--- config.mk ---
export PLATFORM = sky130hd
export DESIGN_NAME = irq_vec_ctrl
export DESIGN_NICKNAME = d
export VERILOG_FILES = /design/src/rtl/irqc_pkg.sv /design/src/rtl/irqc_sync.sv /design/src/rtl/irqc_latch.sv /design/src/rtl/irqc_select.sv /design/src/rtl/irq_vec_ctrl.sv
export SDC_FILE = /design/constraint.sdc
export NUM_CORES = 1
export LEC_CHECK = 0
export BUFFER_PORTS_ARGS = -buffer_cell sky130_fd_sc_hd__buf_2
export CAP_MARGIN = 5
export CORE_UTILIZATION = 30
export CTS_BUF_LIST = sky130_fd_sc_hd__clkbuf_4 sky130_fd_sc_hd__clkbuf_8
export DETAILED_ROUTE_END_ITERATION = 16
export GPL_TIMING_DRIVEN = 0
export MAX_ROUTING_LAYER = met4
export PLACE_DENSITY = 0.49
export SETUP_SLACK_MARGIN = 0.05
export SYNTH_ARGS = -nofsm -noshare
export SYNTH_HDL_FRONTEND = slang
export SYNTH_SLANG_ARGS = --single-unit
--- constraint.sdc ---
create_clock -name clk -period 5.2 [get_ports clk]
set_clock_uncertainty 0.15 [all_clocks]
set_input_delay 1.04 -clock clk [delete_from_list [all_inputs] [get_ports clk]]
set_output_delay 1.04 -clock clk [all_outputs]
set_load 0.02 [all_outputs]
--- src/rtl/irqc_pkg.sv ---
package irqc_pkg;
  localparam int unsigned NSRC_DEF      = 40;
  localparam logic [39:0] EDGE_DEF      = 40'h00018FC080;
  localparam logic [31:0] VBASE_DEF     = 32'h0000_0094;
  localparam int unsigned GAP_AFTER_DEF = 26;
  localparam logic [31:0] GAP_BYTES_DEF = 32'd8;

  function automatic logic [31:0] slot_addr(input int unsigned idx,
                                            input logic [31:0] base,
                                            input int unsigned gap_after,
                                            input logic [31:0] gap_bytes);
    logic [31:0] a;
    a = base + 32'(idx) * 32'd4;
    if (idx > gap_after) a = a + gap_bytes;
    return a;
  endfunction
endpackage

--- src/rtl/irqc_sync.sv ---
module irqc_sync #(
  parameter int unsigned NUM_SRC = 40
) (
  input  logic               clk,
  input  logic               rst_n,
  input  logic [NUM_SRC-1:0] irq_n,
  output logic               rst_n_int,
  output logic [NUM_SRC-1:0] lvl_n,
  output logic [NUM_SRC-1:0] fall
);
  logic [1:0]         rst_q;
  logic [NUM_SRC-1:0] s1_q, s2_q, prev_q;

  // reset: asynchronous assert, synchronous release
  always_ff @(posedge clk or negedge rst_n) begin
    if (!rst_n) rst_q <= 2'b00;
    else        rst_q <= {rst_q[0], 1'b1};
  end
  assign rst_n_int = rst_q[1];

  always_ff @(posedge clk or negedge rst_n_int) begin
    if (!rst_n_int) begin
      s1_q   <= '1;
      s2_q   <= '1;
      prev_q <= '1;
    end else begin
      s1_q   <= irq_n;
      s2_q   <= s1_q;
      prev_q <= s2_q;
    end
  end

  assign lvl_n = s2_q;
  assign fall  = prev_q & ~s2_q;
endmodule

--- src/rtl/irqc_latch.sv ---
module irqc_latch #(
  parameter int unsigned        NUM_SRC  = 40,
  parameter logic [NUM_SRC-1:0] EDGE_SRC = '0,
  localparam int unsigned       IDX_W    = $clog2(NUM_SRC)
) (
  input  logic               clk,
  input  logic               rst_n,
  input  logic [NUM_SRC-1:0] lvl_n,
  input  logic [NUM_SRC-1:0] fall,
  input  logic [NUM_SRC-1:0] ack_clr,
  input  logic               cfg_we,
  input  logic               cfg_pend_sel,
  input  logic [IDX_W-1:0]   cfg_idx,
  input  logic               cfg_wbit,
  output logic [NUM_SRC-1:0] pend,
  output logic [NUM_SRC-1:0] en
);
  logic [NUM_SRC-1:0] en_q, en_d;

  always_comb begin
    en_d = en_q;
    for (int i = 0; i < NUM_SRC; i++)
      if (cfg_we && !cfg_pend_sel && cfg_idx == IDX_W'(i)) en_d[i] = cfg_wbit;
  end

  always_ff @(posedge clk or negedge rst_n) begin
    if (!rst_n) en_q <= '0;
    else        en_q <= en_d;
  end
  assign en = en_q;

  for (genvar g = 0; g < NUM_SRC; g++) begin : g_src
    if (EDGE_SRC[g]) begin : g_edge
      logic pq, pd, hit, sw_set, sw_clr;
      assign hit    = cfg_we && cfg_pend_sel && (cfg_idx == IDX_W'(g));
      assign sw_set = hit && cfg_wbit;
      assign sw_clr = hit && !cfg_wbit;
      always_comb begin
        pd = pq;
        if (sw_clr || ack_clr[g]) pd = 1'b0;
        if (sw_set || fall[g])    pd = 1'b1;   // edge has the last word
      end
      always_ff @(posedge clk or negedge rst_n) begin
        if (!rst_n) pq <= 1'b0;
        else        pq <= pd;
      end
      assign pend[g] = pq;

      AST_EDGE_WINS: assert property (@(posedge clk) disable iff (!rst_n)
        fall[g] |=> pend[g]);
      AST_ACK_CLEARS: assert property (@(posedge clk) disable iff (!rst_n)
        (ack_clr[g] && !fall[g] && !sw_set) |=> !pend[g]);
    end else begin : g_level
      assign pend[g] = ~lvl_n[g];
      AST_LEVEL_NO_ACK: assert property (@(posedge clk) disable iff (!rst_n)
        (ack_clr[g] && !lvl_n[g]) |-> pend[g]);
    end
  end
endmodule

--- src/rtl/irqc_select.sv ---
module irqc_select #(
  parameter int unsigned  NUM_SRC   = 40,
  parameter logic [31:0]  VEC_BASE  = 32'h94,
  parameter int unsigned  GAP_AFTER = 26,
  parameter logic [31:0]  GAP_BYTES = 32'd8,
  localparam int unsigned IDX_W     = $clog2(NUM_SRC)
) (
  input  logic               clk,
  input  logic               rst_n,
  input  logic [NUM_SRC-1:0] pend,
  input  logic [NUM_SRC-1:0] en,
  output logic               req,
  output logic [IDX_W-1:0]   win,
  output logic [31:0]        vec
);
  import irqc_pkg::*;
  logic [NUM_SRC-1:0] live;

  assign live = pend & en;

  always_comb begin
    win = '0;
    vec = '0;
    for (int i = NUM_SRC - 1; i >= 0; i--) begin
      if (live[i]) begin
        win = IDX_W'(i);
        vec = slot_addr(i, VEC_BASE, GAP_AFTER, GAP_BYTES);
      end
    end
  end
  assign req = |live;

  AST_NO_HIGHER_LIVE: assert property (@(posedge clk) disable iff (!rst_n)
    req |-> ((live & ((NUM_SRC'(1) << win) - NUM_SRC'(1))) == '0));
  AST_WIN_LIVE: assert property (@(posedge clk) disable iff (!rst_n)
    req |-> live[win]);
  AST_VEC_ALIGNED: assert property (@(posedge clk) disable iff (!rst_n)
    req |-> (vec[1:0] == 2'b00 && vec >= VEC_BASE));
endmodule

--- src/rtl/irq_vec_ctrl.sv ---
module irq_vec_ctrl #(
  parameter int unsigned        NUM_SRC   = irqc_pkg::NSRC_DEF,
  parameter logic [NUM_SRC-1:0] EDGE_SRC  = irqc_pkg::EDGE_DEF,
  parameter logic [31:0]        VEC_BASE  = irqc_pkg::VBASE_DEF,
  parameter int unsigned        GAP_AFTER = irqc_pkg::GAP_AFTER_DEF,
  parameter logic [31:0]        GAP_BYTES = irqc_pkg::GAP_BYTES_DEF,
  localparam int unsigned       IDX_W     = $clog2(NUM_SRC)
) (
  input  logic               clk,
  input  logic               rst_n,
  input  logic [NUM_SRC-1:0] irq_n,
  input  logic               cfg_we,
  input  logic               cfg_pend_sel,
  input  logic [IDX_W-1:0]   cfg_idx,
  input  logic               cfg_wbit,
  input  logic [IDX_W-1:0]   rd_idx,
  output logic               rd_pend,
  output logic               rd_en,
  input  logic               cpu_ack,
  output logic               cpu_req,
  output logic [31:0]        cpu_vec
);
  localparam int unsigned RD_W = 1 << IDX_W;

  logic               rst_n_int;
  logic [NUM_SRC-1:0] lvl_n, fall, pend, en, ack_clr;
  logic [IDX_W-1:0]   win;
  logic [RD_W-1:0]    pend_ext, en_ext;

  irqc_sync #(.NUM_SRC(NUM_SRC)) u_sync (
    .clk(clk), .rst_n(rst_n), .irq_n(irq_n),
    .rst_n_int(rst_n_int), .lvl_n(lvl_n), .fall(fall));

  irqc_latch #(.NUM_SRC(NUM_SRC), .EDGE_SRC(EDGE_SRC)) u_latch (
    .clk(clk), .rst_n(rst_n_int), .lvl_n(lvl_n), .fall(fall), .ack_clr(ack_clr),
    .cfg_we(cfg_we), .cfg_pend_sel(cfg_pend_sel), .cfg_idx(cfg_idx),
    .cfg_wbit(cfg_wbit), .pend(pend), .en(en));

  irqc_select #(.NUM_SRC(NUM_SRC), .VEC_BASE(VEC_BASE),
                .GAP_AFTER(GAP_AFTER), .GAP_BYTES(GAP_BYTES)) u_sel (
    .clk(clk), .rst_n(rst_n_int), .pend(pend), .en(en),
    .req(cpu_req), .win(win), .vec(cpu_vec));

  assign ack_clr  = (cpu_ack && cpu_req) ? (NUM_SRC'(1) << win) : '0;
  assign pend_ext = RD_W'(pend);
  assign en_ext   = RD_W'(en);
  assign rd_pend  = pend_ext[rd_idx];
  assign rd_en    = en_ext[rd_idx];

  AST_RESET_QUIET: assert property (@(posedge clk) !rst_n_int |-> !cpu_req);
  AST_ALL_OFF_QUIET: assert property (@(posedge clk) disable iff (!rst_n_int)
    (en == '0) |-> !cpu_req);
endmodule

=== Word level (Yosys, flattened, before mapping) ===
Cells that the tools add are included.

* Register bits after elaboration: 156
* Latch bits: 0
* RAM bits: 0
* Bits in read-only memories: 0
* Input port bits: 58
* Output and inout port bits: 35
* Word-level logic and storage cells: 332
* Memories kept: 0

* $add $sub $neg: 0
* Multiply operators: 0
* Div/mod/pow operators: 0
* $lt $le $gt $ge: 1
* Equality and inequality tests: 39
* Shift-type cells: 1
* Muxes and demuxes: 103
* Bitwise operators: 34
* Reduce and logical (&&, ||, !) cells: 101

{| class="wikitable"
|+ Operators by type and width
! cell !! count
|-
| $mux W9 || 40
|-
| $mux W6 || 40
|-
| $eq A6 B5 Y1 const B || 16
|-
| $logic_and A1 B1 Y1 || 70
|-
| $eq A6 B4 Y1 const B || 8
|-
| $eq A6 B6 Y1 const B || 8
|-
| $and A40 B40 Y40 || 1
|-
| $reduce_or A40 Y1 || 1
|-
| $not A1 Y1 || 31
|-
| $and A25 B25 Y25 || 1
|-
| $mux W25 || 1
|-
| $not A25 Y25 || 1
|-
| $shl A1 B6 Y25 const A || 1
|-
| $eq A6 B3 Y1 const B || 4
|-
| $mux W1 || 20
|-
| $logic_or A1 B1 Y1 || 18
|-
| $reduce_bool A2 Y1 || 9
|-
| $bmux W1 S6 || 2
|-
| $eq A6 B2 Y1 const B || 2
|-
| $lt A6 B7 Y1 const B || 1
|-
| $eq A6 B1 Y1 const B || 1
|-
| $logic_not A6 Y1 || 1
|-
| $logic_not A1 Y1 || 2
|}

=== Depth between registers and ports, before layout ===
* Depth in word-level cells: 47
* Gate-level depth with buffers: 10
* Gate-level depth less buffers: 8

=== Cells and area by module ===
Synthesis repeated with hierarchy kept, for this count alone.

* Cells, all modules: 756
* Area, all modules: 8775.9 µm²

{| class="wikitable"
|+ Modules (own cells, without submodules)
! module !! instances !! cells an instance !! area an instance (µm²) !! sequential area each (µm²)
|-
| irqc_sync || 1 || 163 || 3757.4 || 3203.1
|-
| irqc_latch || 1 || 238 || 2566.2 || 1226.2
|-
| irqc_select || 1 || 226 || 1436.4 || 0.0
|-
| irq_vec_ctrl || 1 || 129 || 1016.0 || 0.0
|}

=== Least setup slack after synthesis ===
OpenSTA, ideal clock, no wires.

* Path type: input to output
* From: input port rd_idx[1]
* To: output port rd_pend
* Arrival: 3.014 ns
* Required time: 4.010 ns
* Setup slack: 0.996 ns
* Stages on the path: 7
* Buffers on the path: 2
* Cell sequence: clkbuf_1 -> buf_1 -> mux4_2 -> mux4_2 -> nor2_1 -> a21oi_1 -> o21ai_0

* Word-level cells in the longest chain between the ends: 2

{| class="wikitable"
|+ Ends and longest elaborated chain
! what !! line !! RTL
|-
| from (decl) || irq_vec_ctrl.sv:16 || <nowiki>input logic [IDX_W-1:0] rd_idx,</nowiki>
|-
| $bmux W1 S6 || irq_vec_ctrl.sv:47 || <nowiki>assign rd_pend = pend_ext[rd_idx];</nowiki>
|-
| $mux W1 (implied by the code) || irq_vec_ctrl.sv:47 ||
|-
| to (decl) || irq_vec_ctrl.sv:17 || <nowiki>output logic rd_pend,</nowiki>
|}

No other way between the ends. The select of a mux whose other input is x is not followed.

=== Worst setup path in the final report ===
Same ends and word-level chain as after synthesis.

==> summary.md <==
| Metric | Value |
|---|---|
| Layout net count | 771 |
| Pin count of the biggest net entering global routing | 53 |
| Final-report setup violation count | 0 |
| Gate count of the mapped netlist | 605 |
| GPL Wtd Cong | 0.904 |
| Setup crit end kind | output pin |
| Number of H-tree levels | 4 |
| End of the worst register-to-register path | u_latch.g_src[15].g_edge.pq |
| Worst path required time | 4.01 ns |
| Initial antenna violation count | 0 |
| Status | finished clean |
| Maximum buffer depth of the clock tree | 2 |
| Clk sink count | 140 |
| Via density | 5.13 |
| Non-filler instance count after layout | 1011 |
| Worst relative slew slack | 29.7% |
| Share of final-layout standard cells stronger than drive strength 1 | 39.9% |
| Residual DRC | 0 |
| CTS Hold Buffers Added | 0 |
| Worst path most repeated cell | o21ai_0 |
| Boundary pin count | 93 |
| Clock tree from TritonCTS | built |
| Number of buffers and inverters on the critical path | 3 |
| Worst stage delay on the critical path | 0.61 ns |
| Area growth from synthesis to layout | 17.8% |
| Leakage power of the design | 3.47 nW |
| Combined area of all synthesized cells | 6870 um^2 |
| Peak supply drop | 0.150 mV |
| Cell-by-cell listing of the critical path | clkbuf_1 > buf_1 > nand2_1 > o211ai_1 > o21ai_0 > mux4_2 > nor2_1 > a21oi_1 > o21ai_0 > buf_2 |
| F_max | 215 MHz |
| Source of the worst register-to-register timing path | u_sync.lvl_n[32] |
| Max-cap check violation count | 0 |
| Overall fraction of global-route tracks in use | 18.6% |
| Total power of the final layout | 2.80 mW |
| Sequential cell area fraction in the yosys report | 52.6% |
| Row count | 55 |
| Clock-pin slew of the registers on the worst-case setup and hold paths | 0.09 ns |
| Area enclosed by the die boundary | 23500 um^2 |
| Count of input and output buffers | 63 |
| Netlist cell types | 65 |
| Period minus WS final | 4.65 ns |
| R2r setup slk | 2.07 ns |
| # resized after CTS | 0 |
| Global-route wire length before repair | 31.3 mm |
| Slew at the pin closest to its max-slew limit | 1.05 ns |
| Slew Viols, Final | 0 |
| Overall die width | 153 um |
| Setup repair after global routing missed its margin | no |
| Library cell used as clock root buffer | clkbuf_8 |
| Final total negative setup slack | 0 ns |
| Area after detailed placement | 7680 um^2 |
| Cell Pwr Density | 346 nW/um^2 |
| Kind of start point of the critical path | input port |
| Cell family with most CP delay | buffers and inverters |
| Final cell utilization of the core | 35.9% |
| Core area | 22600 um^2 |
| # placed instances | 979 |
| Final worst-path cycle share | 89.5% |
| Final routed wirelength across all metal layers | 20.2 mm |
| Critical path data arrival time | 3.46 ns |
| Reg2Reg Depth | 8 |
| Final global-route overflow total | 0 |
| Estimated wirelength of the detail-placed design | 16.0 mm |
| Y dimension of the die | 153 um |
| Number of violations reported at the end of detailed-routing iteration 0 | 320 |
| Top_reg_cell synth | dfstp_2 |
| Share of flip-flops with an asynchronous set or reset | 100% |
| Antenna viol nets, final | 0 |
| Hold WC Path Type | in -> async |
| Crit path kind | in -> out |
| Final-layout fill cell count | 2248 |
| Final Hold Violating Endpoints | 0 |
| Initial core utilization | 30.4% |
| Clock insertion delay at the later pin of the skew report | 0.45 ns |
| Number of synthesized flops with an enable pin | 0 |
| Count of synthesis-stage warnings from yosys | 0 |
| Cell at the slowest stage of the critical path | buf_1 |
| Inserted Diodes | 0 |
| Number of buffers added by the clock tree synthesis step | 17 |
| Syn_area_per_cell | 11.4 um^2 |
| Maximum fanout along the worst path | 10 |
| Design area | 8100 um^2 |
| Number of search-and-repair iterations in the first detailed-routing pass | 5 |
| Post-synthesis sequential element count | 140 |
| Number of gates on the worst path with buffers counted | 10 |
| Total number of vias | 5182 |
| Post-DR wirelength/cell | 20.0 um |
| Number of setup buffers added after CTS | 0 |
| Number of global-route vias before repair | 5270 |
synthesized netlist by cell type (2+ instances only):
cell	instances	area share, %
a2111oi_0	3	0.38
a211o_1	4	0.51
a211oi_1	3	0.33
a21o_1	2	0.22
a21oi_1	16	1.2
a31oi_1	5	0.46
a32oi_1	2	0.26
a41oi_1	2	0.26
and2_1	4	0.36
and2b_2	3	0.38
and3_1	4	0.36
buf_1	5	0.27
buf_4	26	2.8
clkbuf_1	12	0.66
conb_1	2	0.11
dfrtp_1	51	19
dfstp_2	89	34
inv_1	8	0.44
mux2_2	34	5.6
mux2i_1	2	0.29
mux4_2	22	7.2
nand2_1	69	3.8
nand2b_1	34	3.1
nand3_1	22	1.6
nand4_1	13	1.2
nor2_1	33	1.8
nor2b_1	21	1.9
nor3_1	15	1.1
nor3b_1	4	0.44
nor4_1	8	0.73
nor4b_1	2	0.26
o211ai_1	7	0.76
o21ai_0	28	2.0
o21ai_1	2	0.15
o221ai_1	8	1.0
o311ai_0	3	0.38
o31ai_1	2	0.22
o41ai_1	2	0.26
or2_2	2	0.18
or2b_2	4	0.51
or3_1	3	0.27
flip-flops by register name (all words and copies together), names as in the netlist:
register,flops
u_latch.g_src.g_edge.pq,9
u_sync.s1_q,40
u_sync.prev_q,9
u_sync.rst_q,2
u_sync.lvl_n,40
u_latch.en,40
metrics by stage:
step / setup WS, ns / hold WS (ns)
final: 0.549 / 0.200
after global routing: 0.343 / 0.168
after CTS: 0.563 / 0.178
after detailed placement: 0.563 / 0.186
after global placement: -0.342 / 0.187
after floorplan: 0.996 / 0.181
cell type report:
cell class	instances	area [um^2]	area share (%)
buffer	46	287	3.54
clock buffer	19	255	3.15
clock inverter	13	156	1.93
inverter	8	30.0	0.371
multi-input combinational	435	3030	37.4
sequential	140	3620	44.7
tap	285	357	4.40
timing repair buffer	65	363	4.48
power by group:
| part | switching (mW) | total [mW] | internal [mW] |
|---|---|---|---|
| clock network | 0.463 | 0.921 | 0.458 |
| logic | 0.366 | 0.615 | 0.248 |
| registers | 0.0749 | 1.26 | 1.19 |
worst max-delay path by stage:
stage / start / end / slack (ns)
after floorplan: rd_idx[1] / rd_pend / 1.0
after global placement: u_sync.rst_q[1] / u_latch.en[5] / -0.34
after detailed placement: rd_idx[1] / rd_pend / 0.56
after CTS: rd_idx[1] / rd_pend / 0.56
after global routing: rd_idx[1] / rd_pend / 0.34
final: rd_idx[1] / rd_pend / 0.55
metal layers:
layer,vias up,wire [um],global-route usage [%]
li1,2365,-,-
met4,0,405,6.00
met5,-,0,-
met3,21,953,3.52
met1,2601,9610,24.7
met2,195,9280,28.7
cells in the final DEF, fill, tap and decap left out, types with 21 or more instances in the layout:
cell / netlist / routed
buf_4: 26 / 26
mux2_2: 34 / 34
mux4_2: 22 / 22
nor2b_1: 21 / 21
buf_2: 1 / 64
nand2b_1: 34 / 34
dfstp_2: 89 / 89
o21ai_0: 28 / 28
conb_1: 2 / 26
nand3_1: 22 / 22
nor2_1: 33 / 33
nand2_1: 69 / 69
dfrtp_1: 51 / 50
kinds of logic (layout without fill, tap and decap cells):
family                 after synthesis  count (layout)  synth area share, %
AND/OR/NAND/NOR                    252             252                 19.5
flip-flops                         140             140                 52.6
AO/OA/AOI/OAI                       98              98                 9.76
multiplexers                        59              59                 13.5
buffers and inverters               54             151                 4.61
other                                2              26                0.109
Power figures use the tool's default switching activity.
